$ cat config.mk
export PLATFORM = sky130hd
export DESIGN_NAME = ms_interval_timer
export DESIGN_NICKNAME = d
export VERILOG_FILES = /design/src/rtl/mit_pkg.sv /design/src/rtl/mit_prescaler.sv /design/src/rtl/mit_period_counter.sv /design/src/rtl/mit_regs.sv /design/src/rtl/ms_interval_timer.sv
export SDC_FILE = /design/constraint.sdc
export NUM_CORES = 1
export LEC_CHECK = 0
export ABC_AREA = 0
export BUFFER_PORTS_ARGS = -buffer_cell sky130_fd_sc_hd__buf_2
export CAP_MARGIN = 20
export CORE_MARGIN = 4
export CORE_UTILIZATION = 40
export DETAILED_ROUTE_END_ITERATION = 12
export PLACE_DENSITY = 0.68
export SLEW_MARGIN = 15
export SYNTH_ARGS = -nofsm -noshare
export SYNTH_HDL_FRONTEND = slang
export SYNTH_SLANG_ARGS = --single-unit
$ cat constraint.sdc
create_clock -name clk -period 3.2 [get_ports clk]
set_input_delay 0.32 -clock clk [delete_from_list [all_inputs] [get_ports clk]]
set_output_delay 0.32 -clock clk [all_outputs]
set_load 0.05 [all_outputs]
$ cat src/rtl/mit_pkg.sv
package mit_pkg;
  localparam int unsigned ADDR_W = 14;
  // Register offsets are part of the bus contract; bits 1:0 are not decoded.
  localparam logic [ADDR_W-1:0] RELOAD_OFS = 14'h228;
  localparam logic [ADDR_W-1:0] COUNT_OFS  = 14'h230;

  typedef enum logic [1:0] {
    SEL_NONE   = 2'd0,
    SEL_RELOAD = 2'd1,
    SEL_COUNT  = 2'd2
  } reg_sel_e;
endpackage

$ cat src/rtl/mit_prescaler.sv
module mit_prescaler #(
  parameter int unsigned DIV = 50000
) (
  input  logic clk,
  input  logic rst,
  input  logic restart,
  output logic tick
);
  generate
    if (DIV <= 1) begin : g_pass
      logic unused_pins;
      assign unused_pins = ^{clk, rst, restart};
      assign tick = 1'b1;
    end else begin : g_div
      localparam int unsigned W = $clog2(DIV);
      localparam logic [W-1:0] LAST = W'(DIV - 1);
      logic [W-1:0] cnt;

      always_ff @(posedge clk) begin
        if (rst || restart) begin
          cnt <= '0;
        end else if (cnt == LAST) begin
          cnt <= '0;
        end else begin
          cnt <= cnt + 1'b1;
        end
      end

      assign tick = (cnt == LAST);
    end
  endgenerate
endmodule

$ cat src/rtl/mit_period_counter.sv
module mit_period_counter #(
  parameter int unsigned RELOAD_W = 9
) (
  input  logic                clk,
  input  logic                rst,
  input  logic                restart,
  input  logic                tick,
  input  logic [RELOAD_W-1:0] reload,
  output logic                expire
);
  logic [RELOAD_W-1:0] ms_cnt;
  logic                at_end;

  assign at_end = (ms_cnt == reload);
  // A restart on the same edge takes priority and drops the expiry.
  assign expire = tick && at_end && !restart;

  always_ff @(posedge clk) begin
    if (rst || restart) begin
      ms_cnt <= '0;
    end else if (tick) begin
      ms_cnt <= at_end ? '0 : ms_cnt + 1'b1;
    end
  end
endmodule

$ cat src/rtl/mit_regs.sv
module mit_regs
  import mit_pkg::*;
#(
  parameter int unsigned DATA_W   = 32,
  parameter int unsigned RELOAD_W = 9
) (
  input  logic                clk,
  input  logic                rst,
  input  logic                wr_en,
  input  logic                rd_en,
  input  logic [ADDR_W-1:0]   addr,
  input  logic [DATA_W-1:0]   wdata,
  output logic [RELOAD_W-1:0] reload_q,
  output logic                reload_wr,
  output logic                count_rd,
  output logic [DATA_W-1:0]   rdata
);
  reg_sel_e sel;
  logic     unused_bits;

  assign unused_bits = ^{wdata[DATA_W-1:RELOAD_W], addr[1:0]};

  always_comb begin
    if (addr[ADDR_W-1:2] == RELOAD_OFS[ADDR_W-1:2]) begin
      sel = SEL_RELOAD;
    end else if (addr[ADDR_W-1:2] == COUNT_OFS[ADDR_W-1:2]) begin
      sel = SEL_COUNT;
    end else begin
      sel = SEL_NONE;
    end
  end

  assign reload_wr = wr_en && (sel == SEL_RELOAD);
  assign count_rd  = rd_en && (sel == SEL_COUNT);

  always_ff @(posedge clk) begin
    if (rst) begin
      reload_q <= '0;
      rdata    <= '0;
    end else begin
      if (reload_wr) begin
        reload_q <= wdata[RELOAD_W-1:0];
      end
      // The count register always reads as zero; only reload is visible.
      if (rd_en && (sel == SEL_RELOAD)) begin
        rdata <= DATA_W'(reload_q);
      end else begin
        rdata <= '0;
      end
    end
  end
endmodule

$ cat src/rtl/ms_interval_timer.sv
module ms_interval_timer
  import mit_pkg::*;
#(
  parameter int unsigned CLK_HZ   = 50_000_000,
  parameter int unsigned DATA_W   = 32,
  parameter int unsigned RELOAD_W = 9
) (
  input  logic              clk,
  input  logic              rst,
  input  logic              bus_wr,
  input  logic              bus_rd,
  input  logic [ADDR_W-1:0] bus_addr,
  input  logic [DATA_W-1:0] bus_wdata,
  output logic [DATA_W-1:0] bus_rdata,
  output logic              irq
);
  localparam int unsigned TICK_CYCLES = (CLK_HZ / 1000 < 1) ? 1 : CLK_HZ / 1000;

  logic [RELOAD_W-1:0] reload_q;
  logic                reload_wr;
  logic                count_rd;
  logic                ms_tick;
  logic                expire;

  mit_regs #(
    .DATA_W   (DATA_W),
    .RELOAD_W (RELOAD_W)
  ) u_regs (
    .clk       (clk),
    .rst       (rst),
    .wr_en     (bus_wr),
    .rd_en     (bus_rd),
    .addr      (bus_addr),
    .wdata     (bus_wdata),
    .reload_q  (reload_q),
    .reload_wr (reload_wr),
    .count_rd  (count_rd),
    .rdata     (bus_rdata)
  );

  mit_prescaler #(
    .DIV (TICK_CYCLES)
  ) u_pre (
    .clk     (clk),
    .rst     (rst),
    .restart (reload_wr),
    .tick    (ms_tick)
  );

  mit_period_counter #(
    .RELOAD_W (RELOAD_W)
  ) u_period (
    .clk     (clk),
    .rst     (rst),
    .restart (reload_wr),
    .tick    (ms_tick),
    .reload  (reload_q),
    .expire  (expire)
  );

  // Reload write clears; a new expiry outranks an acknowledge on the same edge.
  always_ff @(posedge clk) begin
    if (rst) begin
      irq <= 1'b0;
    end else if (reload_wr) begin
      irq <= 1'b0;
    end else if (expire) begin
      irq <= 1'b1;
    end else if (count_rd) begin
      irq <= 1'b0;
    end
  end
endmodule

Yosys cells after proc, flatten, opt, wreduce, memory -nomap -nowiden
Index checks and enable logic that the tools add are counted.
{"block": "totals", "register_bits": 67, "input_bits": 50, "elab_cells": 31}
{"block": "op_classes", "n_addsub": 2, "n_eq_ne": 6, "muxes": 5, "bitwise": 1, "reduce_logical": 11}
{"op": "$eq A12 B8 Y1 const B", "count": 2}
{"op": "$add A16 B1 Y16 const B", "count": 1}
{"op": "$eq A16 B16 Y1 const B", "count": 1}
{"op": "$add A9 B1 Y9 const B", "count": 1}
{"op": "$eq A9 B9 Y1", "count": 1}
{"op": "$mux W9", "count": 1}
{"op": "$reduce_or A2 Y1", "count": 3}
{"op": "$logic_and A1 B1 Y1", "count": 5}
{"op": "$mux W2", "count": 2}
{"op": "$eq A2 B1 Y1 const B", "count": 1}
{"op": "$eq A2 B2 Y1 const B", "count": 1}
{"op": "$mux W1", "count": 2}
{"op": "$reduce_bool A2 Y1", "count": 1}
{"op": "$logic_not A1 Y1", "count": 1}
{"op": "$logic_or A1 B1 Y1", "count": 1}
{"op": "$not A1 Y1", "count": 1}

Longest topological paths before layout
Gate-level depths: netlist of the first run.
{"block": "logic_depth", "depth_word": 8, "depth_mapped": 8, "mapped_depth_nobuf": 6}

Modules after synthesis
A second synthesis of the first run with hierarchy kept.
{"block": "hier_totals", "cells_unflattened": 238, "area_unflattened_um2": 2213.4}
{"mod": "mit_regs", "n_inst": 1, "cells_per_inst": 99, "area_each_um2": 937.1, "seq_area_each_um2": 360.3}
{"mod": "mit_prescaler", "n_inst": 1, "cells_per_inst": 80, "area_each_um2": 720.7, "seq_area_each_um2": 320.3}
{"mod": "mit_period_counter", "n_inst": 1, "cells_per_inst": 55, "area_each_um2": 510.5, "seq_area_each_um2": 180.2}
{"mod": "ms_interval_timer", "n_inst": 1, "cells_per_inst": 4, "area_each_um2": 45.0, "seq_area_each_um2": 20.0}

Least setup slack after synthesis of the first run
OpenSTA, ideal clock, no wires.
{"block": "synth_path", "kind": "input -> register", "startpoint": "input bus_addr[8]", "endpoint": "register u_pre.g_div.cnt[4]", "t_arrival_ps": 1984, "required_time_ps": 3085, "setup_slack_ps": 1101, "cell_stages": 8, "n_path_buf": 3, "cell_sequence": "or4b_1 -> or4_1 -> buf_6 -> nand2b_2 -> or2_1 -> buf_2 -> buf_4 -> nor2_1"}
{"block": "synth_via", "elab_chain_cells": 7, "elab_cells_between_ends": 8, "cone_classes": "eq/ne: 3; mux: 2; reduce/logical: 3"}
{"item": "from (decl)", "line_no": "ms_interval_timer.sv:12", "rtl": "input logic [ADDR_W-1:0] bus_addr,"}
{"item": "$eq A12 B8 Y1", "line_no": "mit_regs.sv:26", "rtl": "end else if (addr[ADDR_W-1:2] == COUNT_OFS[ADDR_W-1:2]) begin"}
{"item": "$mux W2", "line_no": "mit_regs.sv:26"}
{"item": "$mux W2 (*)", "line_no": "mit_regs.sv:24", "rtl": "if (addr[ADDR_W-1:2] == RELOAD_OFS[ADDR_W-1:2]) begin"}
{"item": "$eq A2 B1 Y1 (*)", "line_no": "mit_regs.sv:33", "rtl": "assign reload_wr = wr_en && (sel == SEL_RELOAD);"}
{"item": "$logic_and A1 B1 Y1 (*)", "line_no": "mit_regs.sv:33"}
{"item": "$logic_or A1 B1 Y1 (*)", "line_no": "mit_prescaler.sv:20", "rtl": "if (rst || restart) begin"}
{"item": "$reduce_or A2 Y1 (no line) (*)"}
{"item": "to (signal assigned)", "line_no": "mit_prescaler.sv:25", "rtl": "cnt <= cnt + 1'b1;"}
{"item": "to (decl)", "line_no": "mit_prescaler.sv:17", "rtl": "logic [W-1:0] cnt;"}
Mark *: on every way between the ends. The rest lies on a longest branch, timed or not.
A chain may end at the register's enable or synchronous reset.

Worst setup path in the final report of the first run
{"block": "layout_path", "startpoint": "register u_pre.g_div.cnt[10]", "endpoint": "register u_period.ms_cnt[8]"}
{"block": "layout_via", "elab_chain_cells": 1}
{"item": "$eq A16 B16 Y1", "line_no": "mit_prescaler.sv:29", "rtl": "assign tick = (cnt == LAST);"}
{"item": "to (signal assigned)", "line_no": "mit_period_counter.sv:22", "rtl": "ms_cnt <= at_end ? '0 : ms_cnt + 1'b1;"}
{"item": "to (decl)", "line_no": "mit_period_counter.sv:11", "rtl": "logic [RELOAD_W-1:0] ms_cnt;"}
Every way passes these cells.

==> results.toml, run 1 <==
[run_status]
status = "finished, final reports clean"

[synth]
post_synth_num_cell_types = 32
avgSynthCellArea_um2 = 8.83
ys_seq_elements = 44
ys_warn_count = 0
syn_inst = 239
ys_seq_area_frac = 0.417
netlist_area_mm2 = 0.00211

[placement]
hpwl_um = 2720
port_buffers = 34
place_congestion = 0.801
place_ws_ns = 0.752
placed_cells = 336

[clock_network]
clk_latency_ns = 0.30
cts_root_buffer = "clkbuf_8"
htreeDepth = 2
ctsResizeCount = 0
path_clk_slew_ns = 0.08
clockBufferDepth = 2
clkSinkCount = 44
numCtsBuffers = 5
cts_hold_buf = 0
postCtsSetupBuffers = 0
cts_tree = "done"

[power]
pwr-share-clk = 0.392
swShare = 0.244
seqPwrFrac = 0.524
switchingPower_w = 0.000258
comb_power_share = 0.084
p_int_w = 0.000798
powerDensity_mw_per_mm2 = 448
ir_drop_mv = 0.280
leakage_nw = 1.05

[sta]
worst_pin_slew_ns = 0.674
finalClockSkew_ns = 0.00783
fmax_ghz = 0.419
hold_viol = 0
finalSetupViolations = 0
rsz0062_at_grt = "no"
period_share = 0.745
whs_ns = 0.247
finalSetupTns_ns = 0
final-max-slew-violation-count = 0
fin_crit_ns = 2.38
slew-limit-headroom = 0.550
layout_setup_ws_ns = 0.816

[layout]
final_common_cell = "dfxtp_1"
n_fill_cell = 521
syn_to_final_growth_pct = 11.7
antenna_cells = 0
layout-drive-gt1-share = 0.172
nNetsFinal = 325
fin_cells = 344
final_cell_mix = "dfxtp_1, nor2_1, buf_2, conb_1, nand3_1"

[routing]
route.detailed.drc = 0
drt_iter0_drc = 50
ant_nets = 0
wl_per_cell_um = 10.7
first_pass_iters = 4
vias = 1608
routed_wl_um = 3690
vias_per_cell = 4.67

[global_routing]
grt_overflow_total = 0
antenna_found_initial = 0
grt_pass1_wl_um = 6450
grt_max_degree = 18
track_usage = 0.126
grt_pass1_vias = 1541

[floorplanning]
num_rows = 26
dieArea_mm2 = 0.00650
die_y_um = 80.6
die_x_um = 80.6
core_region_area_mm2 = 0.00511
io_pins = 83
initial_core_util = 0.413

[min_path]
hold_class = "in -> reg"

[worst_setup_path]
required_ns = 3.43
max_stage_delay_ns = 0.74
cp-start-kind = "flop"
crit_slowest_cell = "or4_1"
path_class = "reg -> reg"
cp.arrival_ns = 2.61
end_kind = "flop"
crit_chain = "nor4_1 > nand3b_1 > or4_1 > or4b_1 > a31oi_1"
r2r_setup_slack_ns = 0.82
critical_path.max_fanout = 12

[job]
drv_cap = 0
per-layer routing:
layer	global-route usage	share of wire
met4	0.0507	0.020
met2	0.209	0.46
met3	0.0448	0.081
met1	0.147	0.44
met5	0	0
registers in the layout, indices dropped and copies added (netlist names):
register         flops
u_regs.reload_q      9
irq                  1
u_regs.rdata         9
u_period.ms_cnt      9
u_pre.g_div.cnt     16
cell families after synthesis:
logic type               share of synthesized area
buffers and inverters                        0.108
flip-flops                                   0.417
other                                      0.00178
AND/OR/NAND/NOR                              0.276
adder cells (fa/ha/maj)                     0.0119
AO/OA/AOI/OAI                               0.0468
multiplexers                                0.0427
XOR/XNOR                                    0.0954
power groups by stage:
stage               Sequential, W  Clock [W]  Combinational [W]
detailed placement       0.000566          0          0.0000888
finish                   0.000553   0.000413          0.0000891
floorplan                0.000566          0          0.0000957
CTS                      0.000553   0.000428          0.0000891
global placement         0.000566          0          0.0000891
global route             0.000554   0.000453          0.0000948
critical path, delay by kind of cell, from the launching register on:
family | cells | cell delay [ns]
AO/OA/AOI/OAI | 1 | 0.17
AND/OR/NAND/NOR | 4 | 1.79
flip-flops | 1 | 0.36
worst paths after layout:
kind | cells past startpoint | to | startpoint
hold reg to reg | 1 | u_pre.g_div.cnt[0] | u_pre.g_div.cnt[0]
hold / removal | 3 | u_regs.reload_q[7] | bus_wdata[7]
setup reg to reg | 5 | u_period.ms_cnt[8] | u_pre.g_div.cnt[10]
setup / recovery | 5 | u_period.ms_cnt[8] | u_pre.g_div.cnt[10]
cells in the mapped netlist:
library cell	instances	area, um2
nand4_1	3	18.8
a21oi_1	8	40.0
buf_6	1	11.3
clkbuf_1	4	15.0
a2bb2oi_1	1	8.76
nand2_1	11	41.3
mux2i_1	9	90.1
and2_1	13	81.3
a31oi_1	2	12.5
buf_4	24	180
nand4b_1	2	17.5
a22oi_1	5	37.5
nand2b_2	1	8.76
nor3_1	4	20.0
buf_2	2	10.0
and3_1	4	25.0
or4b_1	4	40.0
or4_1	2	15.0
dfxtp_1	44	881
or2_2	2	12.5
inv_1	3	11.3
nand3b_1	3	22.5
nor4b_2	1	15.0
nor2_1	34	128
ha_1	2	25.0
nand3_1	20	100
nor2b_1	1	6.26
conb_1	1	3.75
xnor2_1	10	87.6
xor2_1	13	114
nor4_1	4	25.0
or2_1	1	6.26
layout make-up:
class | count | area, um2 | share of cell area
Clock buffer | 6 | 72.6 | 0.0308
Clock inverter | 2 | 35.0 | 0.0149
Inverter | 3 | 11.3 | 0.00478
Multi-Input combinational cell | 183 | 1080 | 0.460
Sequential cell | 44 | 881 | 0.374
Tap cell | 70 | 87.6 | 0.0372
Timing Repair Buffer | 36 | 185 | 0.0786
stage by stage:
stage	power (W)	cell area, um2	util
after floorplan	0.000661	2190	-
after global placement	0.000655	2250	0.440
after detailed placement	0.000655	2250	0.440
after CTS	0.00107	2360	0.462
after global routing	0.00110	2360	0.462
final	0.00106	2360	0.462
(Power assumes the default switching activity.)
==> run 2, diff against run 1 <==
Settings changed: ABC_AREA 0 to 1, PLACE_DENSITY 0.68 to 0.7.
Clock period 3.2 ns to 2.15 ns, I/O delays scaled along.
==> run 2 against run 1 <==
- clock-buffer cell count shrank 1
- sequential cell count unchanged
- critical endpoint is now u_period.ms_cnt[2]
- setup slack got worse by 0.24 ns
- utilization up 1.2 points
- worst hold slack worse by 0.051 ns
- critical path depth increased by 3
- highest routed layer unchanged
==> results.toml, run 2 <==
[sta]
finalClockSkew_ns = 0.00544
hold_viol = 0
finalSetupViolations = 0
period_share = 0.733
rsz0062_at_grt = "no"
finalSetupTns_ns = 0
final-max-slew-violation-count = 0
layout_setup_ws_ns = 0.574
fmax_ghz = 0.634
fin_crit_ns = 1.58

[floorplanning]
dieArea_mm2 = 0.00684
die_y_um = 82.7
core_region_area_mm2 = 0.00527
initial_core_util = 0.424
die_x_um = 82.7
io_pins = 83
num_rows = 26

[routing]
drt_iter0_drc = 60
vias = 1812
first_pass_iters = 4
routed_wl_um = 3940
vias_per_cell = 4.51
wl_per_cell_um = 9.80
ant_nets = 0
route.detailed.drc = 0

[worst_setup_path]
r2r_start = "u_pre.g_div.cnt[0]"
cp.arrival_ns = 1.77
reg2regPathDepth = 8
end_kind = "flop"
max_stage_delay_ns = 0.37
reg2reg_to = "u_period.ms_cnt[2]"
required_ns = 2.34
path_delay_family = "simple AND/OR/NAND/NOR gates"
r2r_setup_slack_ns = 0.57
critical_path.max_fanout = 7
path_class = "reg -> reg"
crit_slowest_cell = "dfxtp_1"
worst-path-buf-inv = 0
cp-start-kind = "flop"
crit_chain = "ha_1 > nand3_2 > nor2_1 > nand3_1 > nor2_4 > nand3_2 > nand2_2 > nor2_1"

[synth]
synth_common_cells = "nand2_1, dfxtp_1, nor2_1"
synth_most_common_cell = "nand2_1"
avgSynthCellArea_um2 = 7.62
synth-edff-count = 0
netlist_area_mm2 = 0.00223
ys_seq_elements = 44
synth_area_leaders = "dfxtp_1, nand2_1, buf_4"
ys_warn_count = 0
ys_seq_area_frac = 0.394
async_reset_ff_frac = 0
synth_area_leader_cell = "dfxtp_1"
post_synth_num_cell_types = 31
yosysTopAreaCellShare = 0.394
synth_ff_type = "dfxtp_1"
syn_inst = 293

[job]
drv_cap = 0

[layout]
final_cell_mix = "nand2_1, dfxtp_1, nor2_1, buf_2, inv_1"
nNetsFinal = 383
largest_reg_flops = 16
design_area_mm2 = 0.00249
n_fill_cell = 545
syn_to_final_growth_pct = 11.7
fin_cells = 402
regMostFlops = "u_pre.g_div.cnt"
layout-drive-gt1-share = 0.223
final_common_cell = "nand2_1"
antenna_cells = 0

[clock_network]
postCtsSetupBuffers = 0
path_clk_slew_ns = 0.09
clkSinkCount = 44
ctsResizeCount = 0
numCtsBuffers = 5
cts_tree = "done"
clk_latency_ns = 0.29
clockBufferDepth = 2
htreeDepth = 2
cts_hold_buf = 0
cts_root_buffer = "clkbuf_8"

[global_routing]
busiest_layer = "met2"
grt_use_met3 = 0.0347
grt_pass1_wl_um = 6840
use_met1 = 0.153
use_met2 = 0.218
antenna_found_initial = 0
track_usage = 0.124
grt_pass1_vias = 1646
grt_max_degree = 19
grt_overflow_total = 0

[placement]
dpl_cell_area_mm2 = 0.00238
place_ws_ns = 0.562
placed_cells = 394
hpwl_um = 3070
place_congestion = 0.884
port_buffers = 34

[min_path]
hold_class = "in -> reg"
hold_path_end = "u_regs.reload_q[1]"
min_delay_path_depth = 3
min_from = "bus_wdata[1]"

[run_status]
status = "finished, final reports clean"

[power]
powerDensity_mw_per_mm2 = 644
ir_drop_mv = 0.329
leakage_nw = 0.986
-- run 2: changes by cell type in the layout (fill, tap and decap cells not counted), sizes merged, moves of 9 or more --
cell,previous run,this run
o21ai,0,13
inv,3,34
nand4,3,13
mux2i,9,0
nand2,11,54
and2,13,0
nor2,34,51
-- run 2: logic make-up after synthesis --
| kind of cell | after synthesis | synth area share |
|---|---|---|
| compound gates | 29 | 0.0740 |
| xor+xnor | 14 | 0.0549 |
| fa+ha+maj | 2 | 0.0112 |
| buf+inv | 60 | 0.148 |
| flops | 44 | 0.394 |
| other cells | 1 | 0.00168 |
| simple gates | 143 | 0.316 |
-- run 2: area by class of cell --
type	count	area (um2)	area share
Inverter	34	129	0.0517
Sequential cell	44	881	0.353
Clock inverter	3	46.3	0.0186
Clock buffer	5	68.8	0.0276
Tap cell	70	87.6	0.0351
Timing Repair Buffer	35	178	0.0712
Multi-Input combinational cell	211	1100	0.443
-- run 2: layer usage --
metal | vias to the layer above | part of all wire
met1 | 808 | 0.45
met2 | 45 | 0.49
li1 | 956 | -
met5 | - | 0
met3 | 3 | 0.063
met4 | 0 | 0.0036
-- run 2: how the worst max path moves through the flow --
| stage | from | endpoint | depth (start not counted) |
|---|---|---|---|
| floorplan | u_pre.g_div.cnt[0] | u_pre.g_div.cnt[13] | 9 |
| global placement | u_pre.g_div.cnt[0] | u_period.ms_cnt[7] | 8 |
| detailed placement | u_pre.g_div.cnt[0] | u_period.ms_cnt[2] | 8 |
| CTS | u_pre.g_div.cnt[0] | u_period.ms_cnt[4] | 8 |
| global route | u_pre.g_div.cnt[0] | u_period.ms_cnt[4] | 8 |
| finish | u_pre.g_div.cnt[0] | u_period.ms_cnt[2] | 8 |
-- run 2: metrics by stage --
stage / util / hold slack [ns] / power (W)
2_1_floorplan: - / 0.406 / 0.000993
3_3_place_gp: 0.452 / 0.440 / 0.000983
3_5_place_dp: 0.452 / 0.447 / 0.000984
4_1_cts: 0.473 / 0.191 / 0.00162
5_1_grt: 0.473 / 0.209 / 0.00167
6_report: 0.473 / 0.196 / 0.00161
-- run 2: power by group --
part | leakage (nW) | internal, W | switching, W
Clock | 0.0548 | 0.000350 | 0.000291
Combinational | 0.576 | 0.0000254 | 0.000117
Sequential | 0.355 | 0.000819 | 0.00000359
Total | 0.986 | 0.00119 | 0.000411
-- run 2: worst min-delay path: cells and delay by family --
| kind | cells | cell delay (ns) |
|---|---|---|
| AO/OA/AOI/OAI | 2 | 0.17 |
| buffers and inverters | 1 | 0.07 |
